$ cat config.mk
export PLATFORM = sky130hd
export DESIGN_NAME = sdram_act_guard
export DESIGN_NICKNAME = d
export VERILOG_FILES = /design/src/rtl/sdram_guard_pkg.sv /design/src/rtl/guard_timer.sv /design/src/rtl/bank_slot.sv /design/src/rtl/cmd_pins.sv /design/src/rtl/sdram_act_guard.sv
export SDC_FILE = /design/constraint.sdc
export NUM_CORES = 1
export LEC_CHECK = 0
export ABC_AREA = 1
export BUFFER_PORTS_ARGS = -buffer_cell sky130_fd_sc_hd__buf_2
export CAP_MARGIN = 20
export CORE_MARGIN = 5
export CORE_UTILIZATION = 60
export DETAILED_ROUTE_END_ITERATION = 10
export GPL_TIMING_DRIVEN = 0
export PLACE_DENSITY = 0.8
export SLEW_MARGIN = 20
export SYNTH_ARGS = -nofsm -noshare
export SYNTH_HDL_FRONTEND = slang
export SYNTH_HIERARCHICAL = 1
export SYNTH_SLANG_ARGS = --single-unit
$ cat constraint.sdc
create_clock -name clk -period 3.3 [get_ports clk]
set_clock_uncertainty 0.1 [all_clocks]
set_input_delay 0.165 -clock clk [delete_from_list [all_inputs] [get_ports clk]]
set_output_delay 0.165 -clock clk [all_outputs]
set_load 0.05 [all_outputs]
$ cat src/rtl/sdram_guard_pkg.sv
// Package: shared command codes and pin encodings for the activation guard.
// Assumes active-low command pins ordered {cs_n, ras_n, cas_n, we_n}.
package sdram_guard_pkg;

    typedef enum logic [2:0] {
        REQ_NOP = 3'd0,
        REQ_ACT = 3'd1,
        REQ_RD  = 3'd2,
        REQ_WR  = 3'd3,
        REQ_PRE = 3'd4
    } req_cmd_e;

    localparam logic [3:0] PINS_NOP = 4'b0111;
    localparam logic [3:0] PINS_ACT = 4'b0011;
    localparam logic [3:0] PINS_RD  = 4'b0101;
    localparam logic [3:0] PINS_WR  = 4'b0100;
    localparam logic [3:0] PINS_PRE = 4'b0010;

    // Map a request code onto the four command pins.
    function automatic logic [3:0] pins_of(input logic [2:0] c);
        case (c)
            REQ_ACT: pins_of = PINS_ACT;
            REQ_RD:  pins_of = PINS_RD;
            REQ_WR:  pins_of = PINS_WR;
            REQ_PRE: pins_of = PINS_PRE;
            default: pins_of = PINS_NOP;
        endcase
    endfunction

endpackage

$ cat src/rtl/guard_timer.sv
// Module: guard_timer
// Down-counter that blocks for SPAN cycles after a start pulse. done is high
// when a dependent command may be granted at the coming clock edge.
// Assumes SPAN >= 1; a start while counting restarts the window.
module guard_timer #(
    parameter int SPAN = 3
) (
    input  logic clk,
    input  logic rst_n,
    input  logic start,
    output logic done
);
    localparam int CW = (SPAN > 1) ? $clog2(SPAN) : 1;
    localparam logic [CW-1:0] LOADV = CW'(SPAN - 1);

    logic [CW-1:0] cnt;

    // Load on start, otherwise count down to zero and hold.
    always_ff @(posedge clk) begin
        if (!rst_n)          cnt <= '0;
        else if (start)      cnt <= LOADV;
        else if (cnt != '0)  cnt <= cnt - 1'b1;
    end

    assign done = (cnt == '0);
endmodule

$ cat src/rtl/bank_slot.sv
// Module: bank_slot
// State of one bank: open flag, open row, and the per-bank timers for
// open-to-access, open-to-open and close-to-open spacing.
// Assumes do_act and do_pre are never high together.
module bank_slot #(
    parameter int ROW_W = 12,
    parameter int T_RCD = 3,
    parameter int T_RC  = 8,
    parameter int T_RP  = 3
) (
    input  logic             clk,
    input  logic             rst_n,
    input  logic             do_act,
    input  logic             do_pre,
    input  logic [ROW_W-1:0] act_row,
    output logic             is_open,
    output logic [ROW_W-1:0] open_row,
    output logic             rcd_ok,
    output logic             rc_ok,
    output logic             rp_ok
);
    // Track the open flag and latch the row on activation.
    always_ff @(posedge clk) begin
        if (!rst_n) begin
            is_open  <= 1'b0;
            open_row <= '0;
        end else if (do_act) begin
            is_open  <= 1'b1;
            open_row <= act_row;
        end else if (do_pre) begin
            is_open  <= 1'b0;
        end
    end

    guard_timer #(.SPAN(T_RCD)) u_rcd (.clk(clk), .rst_n(rst_n), .start(do_act), .done(rcd_ok));
    guard_timer #(.SPAN(T_RC))  u_rc  (.clk(clk), .rst_n(rst_n), .start(do_act), .done(rc_ok));
    guard_timer #(.SPAN(T_RP))  u_rp  (.clk(clk), .rst_n(rst_n), .start(do_pre), .done(rp_ok));
endmodule

$ cat src/rtl/cmd_pins.sv
// Module: cmd_pins
// Registers the granted command onto the SDRAM pins; NOP when nothing issues.
// Assumes cmd is a request code from sdram_guard_pkg.
module cmd_pins #(
    parameter int BA_W  = 2,
    parameter int ROW_W = 12
) (
    input  logic             clk,
    input  logic             rst_n,
    input  logic             issue,
    input  logic [2:0]       cmd,
    input  logic [BA_W-1:0]  bank,
    input  logic [ROW_W-1:0] row,
    output logic             cke,
    output logic             cs_n,
    output logic             ras_n,
    output logic             cas_n,
    output logic             we_n,
    output logic [BA_W-1:0]  ba,
    output logic [ROW_W-1:0] addr
);
    import sdram_guard_pkg::*;

    // Drive pins one cycle after the grant decision.
    always_ff @(posedge clk) begin
        if (!rst_n) begin
            cke <= 1'b0;
            {cs_n, ras_n, cas_n, we_n} <= PINS_NOP;
            ba   <= '0;
            addr <= '0;
        end else begin
            cke <= 1'b1;
            if (issue) begin
                {cs_n, ras_n, cas_n, we_n} <= pins_of(cmd);
                ba   <= bank;
                addr <= (cmd == REQ_ACT) ? row : '0;
            end else begin
                {cs_n, ras_n, cas_n, we_n} <= PINS_NOP;
                ba   <= '0;
                addr <= '0;
            end
        end
    end
endmodule

$ cat src/rtl/sdram_act_guard.sv
// Module: sdram_act_guard (top)
// Grants, stalls or rejects one requested SDRAM command per cycle against
// per-bank row state and the activation spacing timers, and drives the pins.
// Assumes timing parameters are whole cycles >= 1 and the requester holds a
// stalled request unchanged until req_ready.
module sdram_act_guard #(
    parameter int BA_W   = 2,
    parameter int ROW_W  = 12,
    parameter int T_RCD  = 3,
    parameter int T_RC   = 8,
    parameter int T_RRD  = 2,
    parameter int T_RP   = 3
) (
    input  logic             clk,
    input  logic             rst_n,
    input  logic             req_valid,
    input  logic [2:0]       req_cmd,
    input  logic [BA_W-1:0]  req_bank,
    input  logic [ROW_W-1:0] req_row,
    output logic             req_ready,
    output logic             req_err,
    output logic             cke,
    output logic             cs_n,
    output logic             ras_n,
    output logic             cas_n,
    output logic             we_n,
    output logic [BA_W-1:0]  ba,
    output logic [ROW_W-1:0] addr
);
    import sdram_guard_pkg::*;

    localparam int NB = 1 << BA_W;

    logic [NB-1:0]    open_v, rcd_v, rc_v, rp_v, act_v, pre_v;
    logic [ROW_W-1:0] row_v [NB];
    logic             rrd_ok;
    logic             issue, illegal, stall, is_act, is_pre;

    // One state slot per bank.
    for (genvar b = 0; b < NB; b++) begin : g_bank
        assign act_v[b] = issue && is_act && (req_bank == BA_W'(b));
        assign pre_v[b] = issue && is_pre && (req_bank == BA_W'(b));
        bank_slot #(.ROW_W(ROW_W), .T_RCD(T_RCD), .T_RC(T_RC), .T_RP(T_RP)) u_slot (
            .clk(clk), .rst_n(rst_n),
            .do_act(act_v[b]), .do_pre(pre_v[b]), .act_row(req_row),
            .is_open(open_v[b]), .open_row(row_v[b]),
            .rcd_ok(rcd_v[b]), .rc_ok(rc_v[b]), .rp_ok(rp_v[b])
        );
    end

    // Cross-bank activation spacing.
    guard_timer #(.SPAN(T_RRD)) u_rrd (.clk(clk), .rst_n(rst_n), .start(issue && is_act), .done(rrd_ok));

    // Classify the current request as legal, timing-blocked or illegal.
    always_comb begin
        is_act  = (req_cmd == REQ_ACT);
        is_pre  = (req_cmd == REQ_PRE);
        illegal = 1'b0;
        stall   = 1'b0;
        case (req_cmd)
            REQ_ACT: begin
                if (open_v[req_bank])
                    illegal = 1'b1;
                else if (!(rc_v[req_bank] && rp_v[req_bank] && rrd_ok))
                    stall = 1'b1;
            end
            REQ_RD, REQ_WR: begin
                if (!open_v[req_bank] || (row_v[req_bank] != req_row))
                    illegal = 1'b1;
                else if (!rcd_v[req_bank])
                    stall = 1'b1;
            end
            default: ;
        endcase
        issue     = req_valid && !illegal && !stall;
        req_ready = req_valid && !stall;
        req_err   = req_valid && illegal;
    end

    cmd_pins #(.BA_W(BA_W), .ROW_W(ROW_W)) u_pins (
        .clk(clk), .rst_n(rst_n), .issue(issue), .cmd(req_cmd),
        .bank(req_bank), .row(req_row), .cke(cke),
        .cs_n(cs_n), .ras_n(ras_n), .cas_n(cas_n), .we_n(we_n),
        .ba(ba), .addr(addr)
    );
endmodule

# After elaboration in Yosys (flattened, before gate mapping)

Cells that the tools add are included.

Register bits after elaboration: 100
Input bits: 20
Output and inout bits: 21
Logic and storage cells: 189

$add $sub $neg: 13
Order comparisons: 2
Equal/unequal tests: 8
Multiplexer cells: 55
Bitwise operators: 3
Reductions and logical operators: 72

Operators by type and width:

| kind                | count |
|---|---|
| $reduce_bool 2->1   | 24 |
| $mux 2              | 16 |
| $bmux 12 s2         | 1 |
| $mux 12             | 2 |
| $mux 3              | 8 |
| $mux 1              | 21 |
| $logic_not 2->1     | 9 |
| $reduce_or 2->1     | 9 |
| $logic_and 1x1->1   | 16 |
| $sub 2x1->2 const B | 8 |
| $logic_not 3->1     | 4 |
| $ne 12x12->1        | 1 |
| $pmux 3 s4          | 1 |
| $reduce_bool 3->1   | 4 |
| $sub 3x1->3 const B | 4 |
| $bmux 1 s2          | 4 |
| $eq 3x2->1 const B  | 2 |
| $eq 2x2->1 const B  | 2 |
| $pmux 1 s2          | 2 |
| $eq 3x1->1 const B  | 1 |
| $eq 3x3->1 const B  | 1 |
| $ge 3x3->1 const B  | 1 |
| $logic_not 1->1     | 3 |
| $lt 2x3->1 const B  | 1 |
| other kinds (7)     | 8 |

# Depth between registers and ports, before layout

Word-level depth: 15
Depth in mapped cells: 22
Mapped depth without buffers: 20

# Hierarchy

Netlist, hierarchy kept.

By module, submodules not included:

| module                                   | times used | cells an instance | area an instance (µm²) | seq. area each (µm²) |
|---|---|---|---|---|
| bank_slot                                | 4          | 57                | 486.7                  | 260.2 |
| sdram_act_guard                          | 1          | 250               | 1046.0                 | 0.0 |
| guard_timer (g_bank[0].u_slot.u_rc ...)  | 4          | 28                | 177.7                  | 60.1 |
| guard_timer (g_bank[0].u_slot.u_rcd ...) | 8          | 11                | 78.8                   | 40.0 |
| cmd_pins                                 | 1          | 64                | 593.1                  | 360.3 |
| guard_timer (u_rrd)                      | 1          | 4                 | 31.3                   | 20.0 |

# Least setup slack after synthesis

No wires, ideal clock.

Path kind: input -> output
From: input req_bank[1]
To: output req_err
Arrival time: 2181 ps
Data required time: 3035 ps
Slack: 854 ps
Cell stages on the path: 13
Buffers on the path: 2
Cell sequence: buf_2 inv_1 buf_2 nand2_1 nand2_1 nand2_1 nand2_1 nor2_1 nand2_1 nor2_1 nand2_1 nand2_1 a21boi_0

Cells in the longest elaborated chain, start to end: 9
Elaborated cells on any way between the ends: 13
Those cells by class: eq/ne (1); mux (8); bitwise (1); reduce/logical (3)

RTL lines:

| item                                       | RTL line              | source |
|---|---|---|
| start: declaration                         | sdram_act_guard.sv:18 | `input logic [BA_W-1:0] req_bank,` |
| $not 2->3 (not written as such)            | sdram_act_guard.sv:68 | `if (!open_v[req_bank] \|\| (row_v[req_bank] != req_row))` |
| $bmux 12 s2                                | sdram_act_guard.sv:68 |  |
| $mux 12 (not written as such) (2 in a row) | sdram_act_guard.sv:68 |  |
| $ne 12x12->1                               | sdram_act_guard.sv:68 |  |
| $logic_or 1x1->1                           | sdram_act_guard.sv:68 |  |
| $mux 1                                     | sdram_act_guard.sv:68 |  |
| $pmux 1 s2 *                               | sdram_act_guard.sv:60 | `case (req_cmd)` |
| $logic_and 1x1->1 *                        | sdram_act_guard.sv:77 | `req_err = req_valid && illegal;` |
| end: declaration                           | sdram_act_guard.sv:21 | `output logic req_err,` |

Mark *: on every way between the ends. The rest lies on a longest branch, timed or not. The select of a mux whose other input is x is not followed.

# Worst setup path in the final report

From: input req_bank[1]
To: register g_bank[3].u_slot.open_row[6]

Cells in the longest elaborated chain, start to end: 13
Elaborated cells on any way between the ends: 32
Those cells by class: eq/ne (2); mux (19); bitwise (1); reduce/logical (10)

RTL lines:

| item                                       | RTL line              | source |
|---|---|---|
| $not 2->3 (not written as such)            | sdram_act_guard.sv:68 |  |
| $bmux 12 s2                                | sdram_act_guard.sv:68 |  |
| $mux 12 (not written as such) (2 in a row) | sdram_act_guard.sv:68 |  |
| $ne 12x12->1                               | sdram_act_guard.sv:68 |  |
| $logic_or 1x1->1                           | sdram_act_guard.sv:68 |  |
| $mux 1                                     | sdram_act_guard.sv:68 |  |
| $pmux 1 s2                                 | sdram_act_guard.sv:60 |  |
| $logic_not 1->1                            | sdram_act_guard.sv:75 | `issue = req_valid && !illegal && !stall;` |
| $logic_and 1x1->1                          | sdram_act_guard.sv:75 |  |
| $logic_and 1x1->1 *                        | sdram_act_guard.sv:75 |  |
| via issue                                  | sdram_act_guard.sv:37 | `logic issue, illegal, stall, is_act, is_pre;` |
| $logic_and 1x1->1 * (2 in a row)           | sdram_act_guard.sv:41 | `assign act_v[b] = issue && is_act && (req_bank == BA_W'(b));` |
| via act_v[3]                               | sdram_act_guard.sv:34 | `logic [NB-1:0] open_v, rcd_v, rc_v, rp_v, act_v, pre_v;` |
| end signal: assignment                     | bank_slot.sv:29       | `open_row <= act_row;` |
| end: declaration                           | bank_slot.sv:17       | `output logic [ROW_W-1:0] open_row,` |

The timed path passes the listed nets; every way through them passes the cells marked *. The select of a mux whose other input is x is not followed.
A chain may end at the register's enable or synchronous reset.

==> flow_summary.json <==
{
  "clock_tree_from_tritoncts": "yes",
  "largest_net_degree_at_the_start_of_global_routing": 44,
  "ctsHtreeMaxLevel": 3,
  "seqCellArea_um2": 1980,
  "critical_path.max_stage_delay_ns": 0.53,
  "io-pin-count": 41,
  "endpoint_kind": "register",
  "globalRouteOverflowTotal": 0,
  "final_cycle_share": 0.927,
  "critPathLaunchType": "input port",
  "vias_in_the_first_global_route": 4459,
  "top_cell_by_count_worst_path": "sky130_fd_sc_hd__nand2_1",
  "syn_nets": 774,
  "dieHeight_um": 101,
  "synth_cell_area_um2": 4960,
  "finalWirelength_mm": 12.1,
  "worst_slew_pin_slew_ns": 0.772,
  "final_net_count": 829,
  "clock_path_buffers": 2,
  "cts_sinks": 99,
  "firstDrtPassIters": 5,
  "multiInputGateArea_um2": 2370,
  "route.vias.total": 4614,
  "drt.antenna.violating_nets": 0,
  "insertedDiodeCount": 0,
  "yosysWarningCount": 6,
  "power-per-cell-area_nw_per_um2": 475,
  "fill_cells": 734,
  "dieArea_um2": 10200,
  "gp_routability_congestion": 0.935,
  "total_of_flip_flops_plus_latches_after_synthesis": 99,
  "cts_post_setup_buffers_inserted": 0,
  "slew_viol_final": 0,
  "worstPathCellList": "dlygate4sd3_1, buf_2, buf_2, inv_1, clkbuf_4, nand2_1, nand3_1, nand2_1, nor2_1, nand2_1, nor2_1, nand2_1, nand2_1, nand2_2, nor2_4, nand2_2, nor2_2, inv_2, buf_6, nor2_2, nor2_1",
  "placement.cell_area_um2": 5290,
  "clkTransAtPathRegs_ns": 0.10,
  "utilization": 0.679,
  "cts_root_buf": "sky130_fd_sc_hd__clkbuf_8",
  "critical-path-slowest-cell": "sky130_fd_sc_hd__dlygate4sd3_1",
  "portBuffers": 39,
  "initial_utilization": 0.610,
  "chipWidth_um": 101,
  "setup.worst_path.class": "input port to register",
  "report.final.hold_viol_count": 0,
  "required_ns": 3.46,
  "mostFrequentLayoutCell": "sky130_fd_sc_hd__nand2_1",
  "worstSkewPairLatency_ns": 0.36,
  "status": "complete, no violations",
  "remaining_drc_errors": 0,
  "area_growth_syn_to_layout_pct": 11.4,
  "crit_fanout": 10,
  "dpl.hpwl_mm": 8.98,
  "vdd_drop_max_mv": 0.376,
  "power.leakage_nw": 2.83,
  "slew-limit-headroom": 0.485,
  "std_cell_rows": 33,
  "drt-wirelength-per-cell_um": 13.3,
  "cap_viol_max_count": 0,
  "tightest_hold_check_type": "input port to register",
  "postLayoutCellArea_um2": 5530,
  "timing.fmax_ghz": 0.327,
  "dr.first_iter.drc_count": 225,
  "mostFrequentLayoutCells": "214 x sky130_fd_sc_hd__nand2_1, 118 x sky130_fd_sc_hd__nor2_1, 102 x sky130_fd_sc_hd__inv_1",
  "post_synthesis_average_cell_area_um2": 6.65,
  "finalCriticalPeriod_ns": 3.06,
  "numCtsBuffers": 9,
  "timing.final.setup_violations": 0,
  "grt_usage": 0.250,
  "seq_total_area_yosys": 0.400,
  "routed_via_density": 5.06,
  "initial_antenna_violation_count": 0,
  "coreArea_um2": 8130,
  "grt_setup_unrepaired": "true",
  "synth.distinct_cells": 25,
  "drive_above_1_share": 0.196,
  "arr_time_crit_path_ns": 3.22,
  "grt_first_pass_wirelength_mm": 20.3,
  "syn-instance-count": 746
}
-- final timing paths --
check / startpoint / to / slack, ns / cells after the start
setup / recovery: req_bank[1] / g_bank[3].u_slot/open_row[6]$_SDFFE_PN0P_ / 0.24 / 21
hold / removal: req_row[9] / u_pins/addr[9]$_SDFF_PN0_ / 0.02 / 3
setup reg to reg: g_bank[1].u_slot/u_rc/cnt[0]$_SDFFE_PN0P_ / g_bank[3].u_slot/open_row[6]$_SDFFE_PN0P_ / 0.63 / 16
hold reg to reg: g_bank[3].u_slot/u_rcd/cnt[1]$_SDFFE_PN0P_ / g_bank[3].u_slot/u_rcd/cnt[0]$_SDFFE_PP0P_ / 0.36 / 2
-- worst max-delay path, delay by kind of cell --
kind / cells / cell delay, ns
buffers and inverters: 7 / 1.54
and+or+nand+nor: 14 / 1.48
-- cells in the mapped netlist --
library cell                 n  share of area
sky130_fd_sc_hd__a21boi_0    2         0.0030
sky130_fd_sc_hd__a21o_1      1         0.0015
sky130_fd_sc_hd__a21oi_1     9         0.0091
sky130_fd_sc_hd__a21oi_2    12          0.021
sky130_fd_sc_hd__a22oi_1     1         0.0015
sky130_fd_sc_hd__buf_2       3         0.0030
sky130_fd_sc_hd__buf_4       7          0.011
sky130_fd_sc_hd__buf_6      12          0.027
sky130_fd_sc_hd__conb_1      1        0.00076
sky130_fd_sc_hd__dfxtp_1    99           0.40
sky130_fd_sc_hd__ha_1        8          0.020
sky130_fd_sc_hd__inv_1     102          0.077
sky130_fd_sc_hd__inv_2       9         0.0068
sky130_fd_sc_hd__inv_4       1         0.0013
sky130_fd_sc_hd__nand2_1   214           0.16
sky130_fd_sc_hd__nand2_2     5         0.0063
sky130_fd_sc_hd__nand3_1    34          0.034
sky130_fd_sc_hd__nand3b_1    1         0.0015
sky130_fd_sc_hd__nand4_1     3         0.0038
sky130_fd_sc_hd__nor2_1    122          0.092
sky130_fd_sc_hd__nor2_2     47          0.059
sky130_fd_sc_hd__nor2_4      3         0.0068
sky130_fd_sc_hd__nor3_1      1         0.0010
sky130_fd_sc_hd__o21ai_0    45          0.045
sky130_fd_sc_hd__o21ai_1     4         0.0040
-- state kept, by name (all words and copies together), names as in the netlist, 2 cells and up --
signal,cells
u_pins/addr,12
g_bank.u_slot/u_rcd/cnt,8
u_pins/ba,2
g_bank.u_slot/u_rc/cnt,12
g_bank.u_slot/is_open,4
g_bank.u_slot/open_row,48
g_bank.u_slot/u_rp/cnt,8
-- per-stage QoR --
step                setup TNS, ns  std cells  hold slack (ns)  setup WS (ns)  power (mW)
CTS                             0        911           0.0123         0.0746        2.65
finish                          0        911           0.0167          0.241        2.62
global placement                0        890            0.294          0.289        1.89
global route               -0.461        911           0.0163        -0.0413        2.79
detailed placement              0        890            0.301          0.256        1.94
floorplan                       0        746           0.0927          0.854        1.78
-- metal layers --
layer	GRT usage	vias up	wire length, um
met5	0	-	0
met4	0.0828	0	293
met3	0.0464	29	553
met2	0.467	113	6490
met1	0.284	2121	4790
li1	-	2351	-
-- timing repair --
item	4_1_cts	5_1_grt
endpoints found under the hold margin	4	0
hold buffers	5	0
setup endpoints to repair	0	70
resized for setup	0	6
-- kinds of logic after synthesis --
logic type / Yosys count / share of synthesized area
AO/OA/AOI/OAI: 74 / 0.0858
adder cells (fa/ha/maj): 8 / 0.0202
buffers and inverters: 134 / 0.126
flip-flops: 99 / 0.400
other: 1 / 0.000756
AND/OR/NAND/NOR: 430 / 0.367
-- layout make-up --
class,instances,share of cell area
Buffer,22,0.0371
Clock inverter,7,0.00883
Sequential cell,99,0.359
Clock buffer,9,0.0224
Timing Repair Buffer,44,0.0444
Tap cell,105,0.0238
Inverter,112,0.0765
Multi-Input combinational cell,513,0.428
-- power by group --
part	switching, mW	internal (mW)	total (mW)	leakage [nW]
combinational	0.396	0.217	0.613	1.94
sequential	0.0402	1.27	1.31	0.802
clock	0.428	0.278	0.706	0.0902
total	0.864	1.76	2.62	2.83
(Power assumes the default switching activity.)
